==> config.mk <==
export PLATFORM = sky130hd
export DESIGN_NAME = burst_frame_ctrl
export DESIGN_NICKNAME = d
export VERILOG_FILES = /design/src/rtl/burst_frame_pkg.sv /design/src/rtl/burst_evt_decode.sv /design/src/rtl/burst_ts_counter.sv /design/src/rtl/burst_phase_fsm.sv /design/src/rtl/burst_frame_ctrl.sv
export SDC_FILE = /design/constraint.sdc
export NUM_CORES = 1
export LEC_CHECK = 0
export CORE_MARGIN = 4
export CORE_UTILIZATION = 56
export DETAILED_ROUTE_END_ITERATION = 6
export PLACE_DENSITY = 0.85
export SYNTH_ARGS = -nofsm -noshare
export SYNTH_HDL_FRONTEND = slang
export SYNTH_HIERARCHICAL = 1
export SYNTH_SLANG_ARGS = --single-unit
export TNS_END_PERCENT = 5
==> constraint.sdc <==
create_clock -name clk -period 4.15 [get_ports clk]
set_input_delay 0.6225 -clock clk [delete_from_list [all_inputs] [get_ports clk]]
set_output_delay 0.6225 -clock clk [all_outputs]
set_load 0.01 [all_outputs]
==> src/rtl/burst_frame_pkg.sv <==
package burst_frame_pkg;

    // Command codes carried with the command strobe
    localparam int CODE_SOB = 1;
    localparam int CODE_EOB = 2;
    // Trigger types carried with the trigger strobe; other values are physics
    localparam int TTYPE_SOB = 1;
    localparam int TTYPE_EOB = 2;

    typedef enum logic [1:0] {
        PH_IDLE    = 2'd0,
        PH_ARMED   = 2'd1,
        PH_TAKING  = 2'd2,
        PH_CLOSING = 2'd3
    } phase_t;

    typedef struct packed {
        logic sob_cmd;
        logic eob_cmd;
        logic sob_trig;
        logic eob_trig;
        logic phys_trig;
    } evt_t;

endpackage

==> src/rtl/burst_evt_decode.sv <==
module burst_evt_decode
    import burst_frame_pkg::*;
#(
    parameter int CMD_W  = 4,
    parameter int TYPE_W = 2
) (
    input  logic              cmd_valid,
    input  logic [CMD_W-1:0]  cmd_code,
    input  logic              trig_valid,
    input  logic [TYPE_W-1:0] trig_type,
    output evt_t              evt
);

    logic known_cmd;
    logic trig_ok;

    always_comb begin
        evt.sob_cmd   = cmd_valid && (cmd_code == CMD_W'(CODE_SOB));
        evt.eob_cmd   = cmd_valid && (cmd_code == CMD_W'(CODE_EOB));
        known_cmd     = evt.sob_cmd || evt.eob_cmd;
        // a recognised command wins the cycle over any trigger
        trig_ok       = trig_valid && !known_cmd;
        evt.sob_trig  = trig_ok && (trig_type == TYPE_W'(TTYPE_SOB));
        evt.eob_trig  = trig_ok && (trig_type == TYPE_W'(TTYPE_EOB));
        evt.phys_trig = trig_ok && !evt.sob_trig && !evt.eob_trig;
    end

endmodule

==> src/rtl/burst_ts_counter.sv <==
module burst_ts_counter #(
    parameter int TS_W = 32
) (
    input  logic            clk,
    input  logic            rst_n,
    input  logic            clear,
    output logic [TS_W-1:0] ts
);

    always_ff @(posedge clk) begin
        if (!rst_n)
            ts <= '0;
        else if (clear)
            ts <= '0;
        else
            ts <= ts + TS_W'(1);
    end

endmodule

==> src/rtl/burst_phase_fsm.sv <==
module burst_phase_fsm
    import burst_frame_pkg::*;
#(
    parameter int TS_W  = 32,
    parameter int ERR_W = 8
) (
    input  logic             clk,
    input  logic             rst_n,
    input  evt_t             evt,
    input  logic [TS_W-1:0]  ts,
    output phase_t           state_q,
    output logic             send_valid,
    output logic [TS_W-1:0]  send_tag,
    output logic [TS_W-1:0]  eob_stamp,
    output logic             eob_req,
    output logic             stamp_missing,
    output logic             restart_err,
    output logic [ERR_W-1:0] stray_count
);

    phase_t state_d;
    logic   in_burst;
    logic   is_idle;

    assign in_burst = (state_q == PH_TAKING) || (state_q == PH_CLOSING);
    assign is_idle  = (state_q == PH_IDLE);

    // next-phase selection
    always_comb begin
        state_d = state_q;
        if (evt.sob_cmd) begin
            state_d = PH_ARMED;                 // arm or restart
        end else begin
            unique case (state_q)
                PH_IDLE:    state_d = PH_IDLE;
                PH_ARMED:   if (evt.sob_trig) state_d = PH_TAKING;
                PH_TAKING: begin
                    if (evt.eob_cmd)       state_d = PH_CLOSING;
                    else if (evt.eob_trig) state_d = PH_IDLE;
                end
                PH_CLOSING: if (evt.eob_trig) state_d = PH_IDLE;
                default:    state_d = PH_IDLE;
            endcase
        end
    end

    // phase register
    always_ff @(posedge clk) begin
        if (!rst_n)
            state_q <= PH_IDLE;
        else
            state_q <= state_d;
    end

    // registered outputs
    always_ff @(posedge clk) begin
        if (!rst_n) begin
            send_valid    <= 1'b0;
            send_tag      <= '0;
            eob_stamp     <= '0;
            eob_req       <= 1'b0;
            stamp_missing <= 1'b0;
            restart_err   <= 1'b0;
            stray_count   <= '0;
        end else begin
            send_valid <= in_burst && evt.phys_trig;
            if (in_burst && evt.phys_trig)
                send_tag <= ts;
            eob_req <= in_burst && evt.eob_trig;
            if ((state_q == PH_TAKING) && evt.eob_cmd)
                eob_stamp <= ts;
            if (evt.sob_cmd && is_idle)
                stamp_missing <= 1'b0;
            else if ((state_q == PH_TAKING) && evt.eob_trig)
                stamp_missing <= 1'b1;
            if (evt.sob_cmd)
                restart_err <= !is_idle;
            if (evt.sob_cmd && is_idle)
                stray_count <= '0;
            else if (!in_burst && evt.phys_trig && (stray_count != '1))
                stray_count <= stray_count + ERR_W'(1);
        end
    end

    AST_SEND_IN_BURST: assert property (@(posedge clk) disable iff (!rst_n)
        send_valid |-> ($past(state_q) == PH_TAKING || $past(state_q) == PH_CLOSING));
    AST_EOB_REQ_IDLE: assert property (@(posedge clk) disable iff (!rst_n)
        eob_req |-> (state_q == PH_IDLE));
    AST_MISSING_WITH_REQ: assert property (@(posedge clk) disable iff (!rst_n)
        $rose(stamp_missing) |-> eob_req);
    AST_RESTART_ARMED: assert property (@(posedge clk) disable iff (!rst_n)
        $rose(restart_err) |-> (state_q == PH_ARMED));
    AST_STRAY_NO_DROP: assert property (@(posedge clk) disable iff (!rst_n)
        !$past(evt.sob_cmd) |-> (stray_count >= $past(stray_count)));
    AST_STAMP_HELD: assert property (@(posedge clk) disable iff (!rst_n)
        ($past(state_q) != PH_TAKING) |-> $stable(eob_stamp));

endmodule

==> src/rtl/burst_frame_ctrl.sv <==
module burst_frame_ctrl
    import burst_frame_pkg::*;
#(
    parameter int CMD_W  = 4,
    parameter int TYPE_W = 2,
    parameter int TS_W   = 32,
    parameter int ERR_W  = 8
) (
    input  logic              clk,
    input  logic              rst_n,
    input  logic              cmd_valid,
    input  logic [CMD_W-1:0]  cmd_code,
    input  logic              trig_valid,
    input  logic [TYPE_W-1:0] trig_type,
    output logic [1:0]        phase,
    output logic              send_valid,
    output logic [TS_W-1:0]   send_tag,
    output logic [TS_W-1:0]   eob_stamp,
    output logic              eob_req,
    output logic              eob_stamp_missing,
    output logic              restart_err,
    output logic [ERR_W-1:0]  stray_count
);

    evt_t            evt;
    logic [TS_W-1:0] ts;
    phase_t          cur_phase;

    burst_evt_decode #(.CMD_W(CMD_W), .TYPE_W(TYPE_W)) u_dec (
        .cmd_valid  (cmd_valid),
        .cmd_code   (cmd_code),
        .trig_valid (trig_valid),
        .trig_type  (trig_type),
        .evt        (evt)
    );

    burst_ts_counter #(.TS_W(TS_W)) u_ts (
        .clk   (clk),
        .rst_n (rst_n),
        .clear (evt.sob_cmd),
        .ts    (ts)
    );

    burst_phase_fsm #(.TS_W(TS_W), .ERR_W(ERR_W)) u_fsm (
        .clk           (clk),
        .rst_n         (rst_n),
        .evt           (evt),
        .ts            (ts),
        .state_q       (cur_phase),
        .send_valid    (send_valid),
        .send_tag      (send_tag),
        .eob_stamp     (eob_stamp),
        .eob_req       (eob_req),
        .stamp_missing (eob_stamp_missing),
        .restart_err   (restart_err),
        .stray_count   (stray_count)
    );

    assign phase = cur_phase;

    AST_SOB_CLEARS_TS: assert property (@(posedge clk) disable iff (!rst_n)
        (cmd_valid && cmd_code == CMD_W'(CODE_SOB)) |=> (ts == '0));

endmodule

Yosys cells after proc, flatten, opt, wreduce, memory -nomap -nowiden

Cells that the tools add are included.
W data, S select, Z words.

Register bits: 110
Word-level logic and storage cells: 52

Add/sub/neg operators: 2
Equality and inequality tests: 10
Muxes and demuxes: 5
Bitwise gates (word level): 1
Reductions and logical operators: 24

Operators with widths:

| cell                    | count |
|---|---|
| $add A32 B1 Y32 const B | 1 |
| $logic_and A1 B1 Y1     | 14 |
| $add A8 B1 Y8 const B   | 1 |
| $ne A8 B8 Y1 const B    | 1 |
| $pmux W2 S4             | 1 |
| $eq A2 B2 Y1 const B    | 3 |
| $mux W2                 | 3 |
| $logic_not A1 Y1        | 5 |
| $eq A2 B1 Y1 const B    | 2 |
| $eq A4 B1 Y1 const B    | 1 |
| $eq A4 B2 Y1 const B    | 1 |
| $reduce_or A2 Y1        | 2 |
| $ne A3 B3 Y1 const B    | 1 |
| $logic_not A2 Y1        | 1 |
| $logic_or A1 B1 Y1      | 2 |
| $ne A2 B2 Y1 const B    | 1 |
| $mux W1                 | 1 |
| $not A1 Y1              | 1 |

Logic depth before layout (Yosys ltp)

Depth in word-level cells: 11
Gate-level depth with buffers: 7
Gate-level depth less buffers: 5

Cells and area by module

Netlist, hierarchy kept.

Modules (own cells, without submodules):

| module           | instances | cells an instance | area an instance (um^2) | sequential area each (um^2) |
|---|---|---|---|---|
| burst_phase_fsm  | 1         | 356               | 3057.9                  | 1561.5 |
| burst_ts_counter | 1         | 181               | 1561.5                  | 640.6 |
| burst_evt_decode | 1         | 11                | 95.1                    | 0.0 |

Least setup slack after synthesis

OpenSTA, ideal clock, no wires.

Kind: in2reg
Start: in cmd_code[3]
End: reg u_fsm.stray_count[2]
Setup time: 0.123 ns
Arrival time: 1.923 ns
Data required time: 4.027 ns
Setup slack: 2.104 ns
Cell stages on the path: 6
Cell sequence: nor3b_4 -> and3b_1 -> or3b_2 -> buf_6 -> nand2_1 -> nor3_1

RTL lines:

| element              | line                   | source |
|---|---|---|
| start, declared      | burst_frame_ctrl.sv:12 | `input logic [CMD_W-1:0] cmd_code,` |
| end signal, assigned | burst_phase_fsm.sv:81  | `stray_count <= stray_count + ERR_W'(1);` |
| end, declared        | burst_phase_fsm.sv:18  | `output logic [ERR_W-1:0] stray_count` |

==> results.md <==
* Global Route met1 Usage at about 28%
* Netlist Area Pre-Place at 4710 um2
* Worst-Margin Slew at about 1.1 ns
* Most frequent cells in the layout: nand2_1, dfxtp_1, clkdlybuf4s50_1, a21boi_0, a21oi_1
* Routing usage on met3 at 5.68%
* Arrival time worst endpoint at between 2 and 3 ns
* Post-route setup TNS at 0 ns
* Area leader, netlist: dfxtp_1
* Clock buffer depth at 2
* Worst path top cell family by delay: simple AND/OR/NAND/NOR gates
* Post-synth EDFFs at 0
* Drt first pass iters at 4
* Commonest non-fill, non-tap cell in the layout: nand2_1
* PortBufs at just under 90
* FF+latch area at 2200 um2
* Initial Util at ~57%
* Post-Synth Adder-Cell Area at less than 1%
* CP Max Fanout at 32
* Final setup skew at ~0.012 ns
* Clock Latency Late Sink at around 0.37 ns
* Post-synth top flop: dfxtp_1
* Clock transition at the registers of the reported paths at approximately 0.10 ns
* Outcome: completed
* Multi-input logic area at ~2300 um2
* Post-Place Cells at around 710
* Final nets at roughly 630
* Netlist cell types at 45
* Fin crit share at about three fifths
* Min cycle time layout at roughly 2.5 ns
* Drc violations at 0
* DIE AREA at 9950 um2
* GRT Total Usage at between 20% and 30%
* Layout cells sized above 1 at roughly 5%
* Met2 usage at 36.8%
* Type of the worst setup path: primary input to flip-flop
* Asr flop ratio synth at 0%
* Initial antenna violation count at 0
* Synth Area in Simple Gates at between 20% and 30%
* Post-DP HPWL at 7.41 mm
* Number of synthesized register bits at between 100 and 150
* Ant. Diodes at 0
* CP startpoint kind: primary input
* Crit path top cell by count: nand2_1
* GRT busiest layer: met2
* Endpoints failing setup at 0
* Main combinational cell family by area after synthesis: simple AND/OR/NAND/NOR gates
* Max cap viols at 0
* Seq/Total Area, Yosys at between 40 and 50%
* Worst min-delay path category: flip-flop to flip-flop
* Rel. slew slack at between 20% and 30%
* Top cells by area, synth: dfxtp_1, nand2_1, a21boi_0, a21oi_1, nand4_1
* Vias in the first global route at approximately 3,800
* Buf/Inv on CP at 1
* Post-CTS setup buffers at 0
* Row count at 33
* Via count at 4,088
* Core Box Area at between 8000 and 9000 um2
* Hold path start: u_fsm/eob_stamp[1]$_SDFFE_PN0P_
* Required @ worst endpoint at 4.41 ns
* First-pass GRT wire length at 17.8 mm
* Post-Syn Instances at about 550
* DIE WIDTH at between 90 and 100 um
* # IOs at a little under 90
* Crit path from: cmd_code[1]
* CTS tree: done
* R2R Setup Slk at around 2.0 ns
* R2r startpoint: u_ts/ts[0]$_SDFF_PP0_
* Congestion Overflow GR at 0
* Die Span Y at 99.8 um
* Compound-Gate Fraction of Synth Area at 16.5%
* Worst path slowest cell: nand2_1
* Critical Path Sink Type: flip-flop
* WL final at 10.8 mm
* Avg Cell Area, Syn at ~8.6 um2
* # hold bufs at CTS at 0
* DRT iter0 DRCs at 173
* Synth top area share at 46.7%
* Unrepaired setup endpoints after global routing: false
* PwrDens at ~310 nW/um2
* Total nets after synthesis at 560
* Max H-tree Level at 3
* DR WL/cell at between 10 and 15 um
* Achievable frequency at around 400 MHz
* CP Cell Sequence: clkdlybuf4s50_1 > xor2_1 > a211oi_2 > nand2_1 > nand2_1 > a21boi_0
* P_leak at roughly 0.0018 uW
* P&R area growth vs syn at 22.4%
* Mux share of post-synthesis cell area at ~1.7%
* Final hold vios at 0
* YS warnings at 6
* Non-filler instance count after layout at just over 700
* Maximum vdd drop at between 0.3 and 0.4 mV
* CTS Root Cell: clkbuf_8
* Fill count at ~660
* RePlAce Congestion at just over 0.8
* Pins over their slew limit at 0
* CTS buffer count at 9
* ANT nets after route at 0
* Xor-xnor portion of the synthesized cell area at ~2.8%
* Worst stage delay on the critical path at 0.71 ns
* CTS Sinks at 110
* Vias per cell at roughly 5.6
* # resized after CTS at 0
* Largest net degree at the start of global routing at 43
[report_power, final]
group          leakage [uW]  switching (uW)  internal (uW)  total (uW)
Sequential         0.000886            7.10           1060        1070
Clock              0.000100             377            264         642
Combinational      0.000854            35.4           29.7        65.1
Total               0.00184             420           1350        1770
[stage by stage]
| step | worst slack [ns] | hold WS, ns | power, uW | util (%) | instance area, um2 |
|---|---|---|---|---|---|
| 2_1_floorplan | 2.10 | 0.449 | 1130 | - | 4710 |
| 3_3_place_gp | 1.36 | 0.450 | 1150 | 67.8 | 5570 |
| 3_5_place_dp | 1.22 | 0.457 | 1160 | 67.8 | 5570 |
| 4_1_cts | 1.63 | 0.472 | 1790 | 70.2 | 5770 |
| 5_1_grt | 1.46 | 0.493 | 1840 | 70.2 | 5770 |
| 6_report | 1.64 | 0.466 | 1770 | 70.2 | 5770 |
[logic make-up after synthesis]
kind of cell	after synthesis
buffers and inverters	41
AOI/OAI and AO/OA	107
DFF	110
muxes	8
xor gates and xnor gates	15
and+or+nand+nor	265
adders and majority gates	2
[sequential cells by signal, indices dropped and copies added, names as in the netlist, 2 cells and up]
signal / flops
u_ts/ts: 32
u_fsm/eob_stamp: 32
u_fsm/state_q: 2
u_fsm/stray_count: 8
u_fsm/send_tag: 32
[final cells by class]
class | count | share of cell area [%]
clock buffers | 11 | 2.62
clock inverters | 5 | 0.824
inverters | 8 | 0.520
multi-input cells | 397 | 40.1
flip-flops and latches | 110 | 38.2
well taps | 105 | 2.28
repair buffers | 91 | 15.5
[Yosys cell counts (2+ instances only)]
cell / number
nand2_1: 149
dfxtp_1: 110
a21boi_0: 64
a21oi_1: 18
nor2_1: 17
buf_2: 16
nand3_1: 16
clkbuf_1: 13
nand4_1: 13
nand2b_1: 9
o31ai_1: 9
xor2_1: 9
and4_1: 8
inv_1: 8
mux2i_1: 8
or4_1: 8
nand3b_1: 7
nor4_1: 7
and2_1: 6
and3_1: 6
xnor2_1: 6
nor3_1: 5
nor2b_1: 4
and3b_1: 3
buf_6: 3
o21ai_0: 3
a211oi_1: 2
a31o_2: 2
ha_1: 2
or3_1: 2
[path summary, 6_finish.rpt]
path                                                        end  cells after the start
worst min-delay path            u_fsm/eob_stamp[1]$_SDFFE_PN0P_                      2
worst min register to register  u_fsm/eob_stamp[1]$_SDFFE_PN0P_                      2
worst max-delay path            u_fsm/send_tag[30]$_SDFFE_PN0P_                      6
worst max register to register           u_ts/ts[30]$_SDFF_PP0_                      5
[per-layer routing]
| metal | share of wire (%) | up-vias | wire length, um |
|---|---|---|---|
| met5 | 0 | - | 0 |
| met2 | 48 | 111 | 5210 |
| li1 | - | 2031 | - |
| met1 | 44 | 1935 | 4770 |
| met4 | 1.1 | 0 | 121 |
| met3 | 6.5 | 11 | 697 |
[worst reg2reg max path, stage by stage, from the launching register on]
cell and delay, ns:
dfxtp_1 0.43, ha_1 0.27, and4_1 0.41, nand4_1 0.31
or4_1 0.54, a21oi_1 0.15
Note: power is estimated with default switching activity, not from simulation.
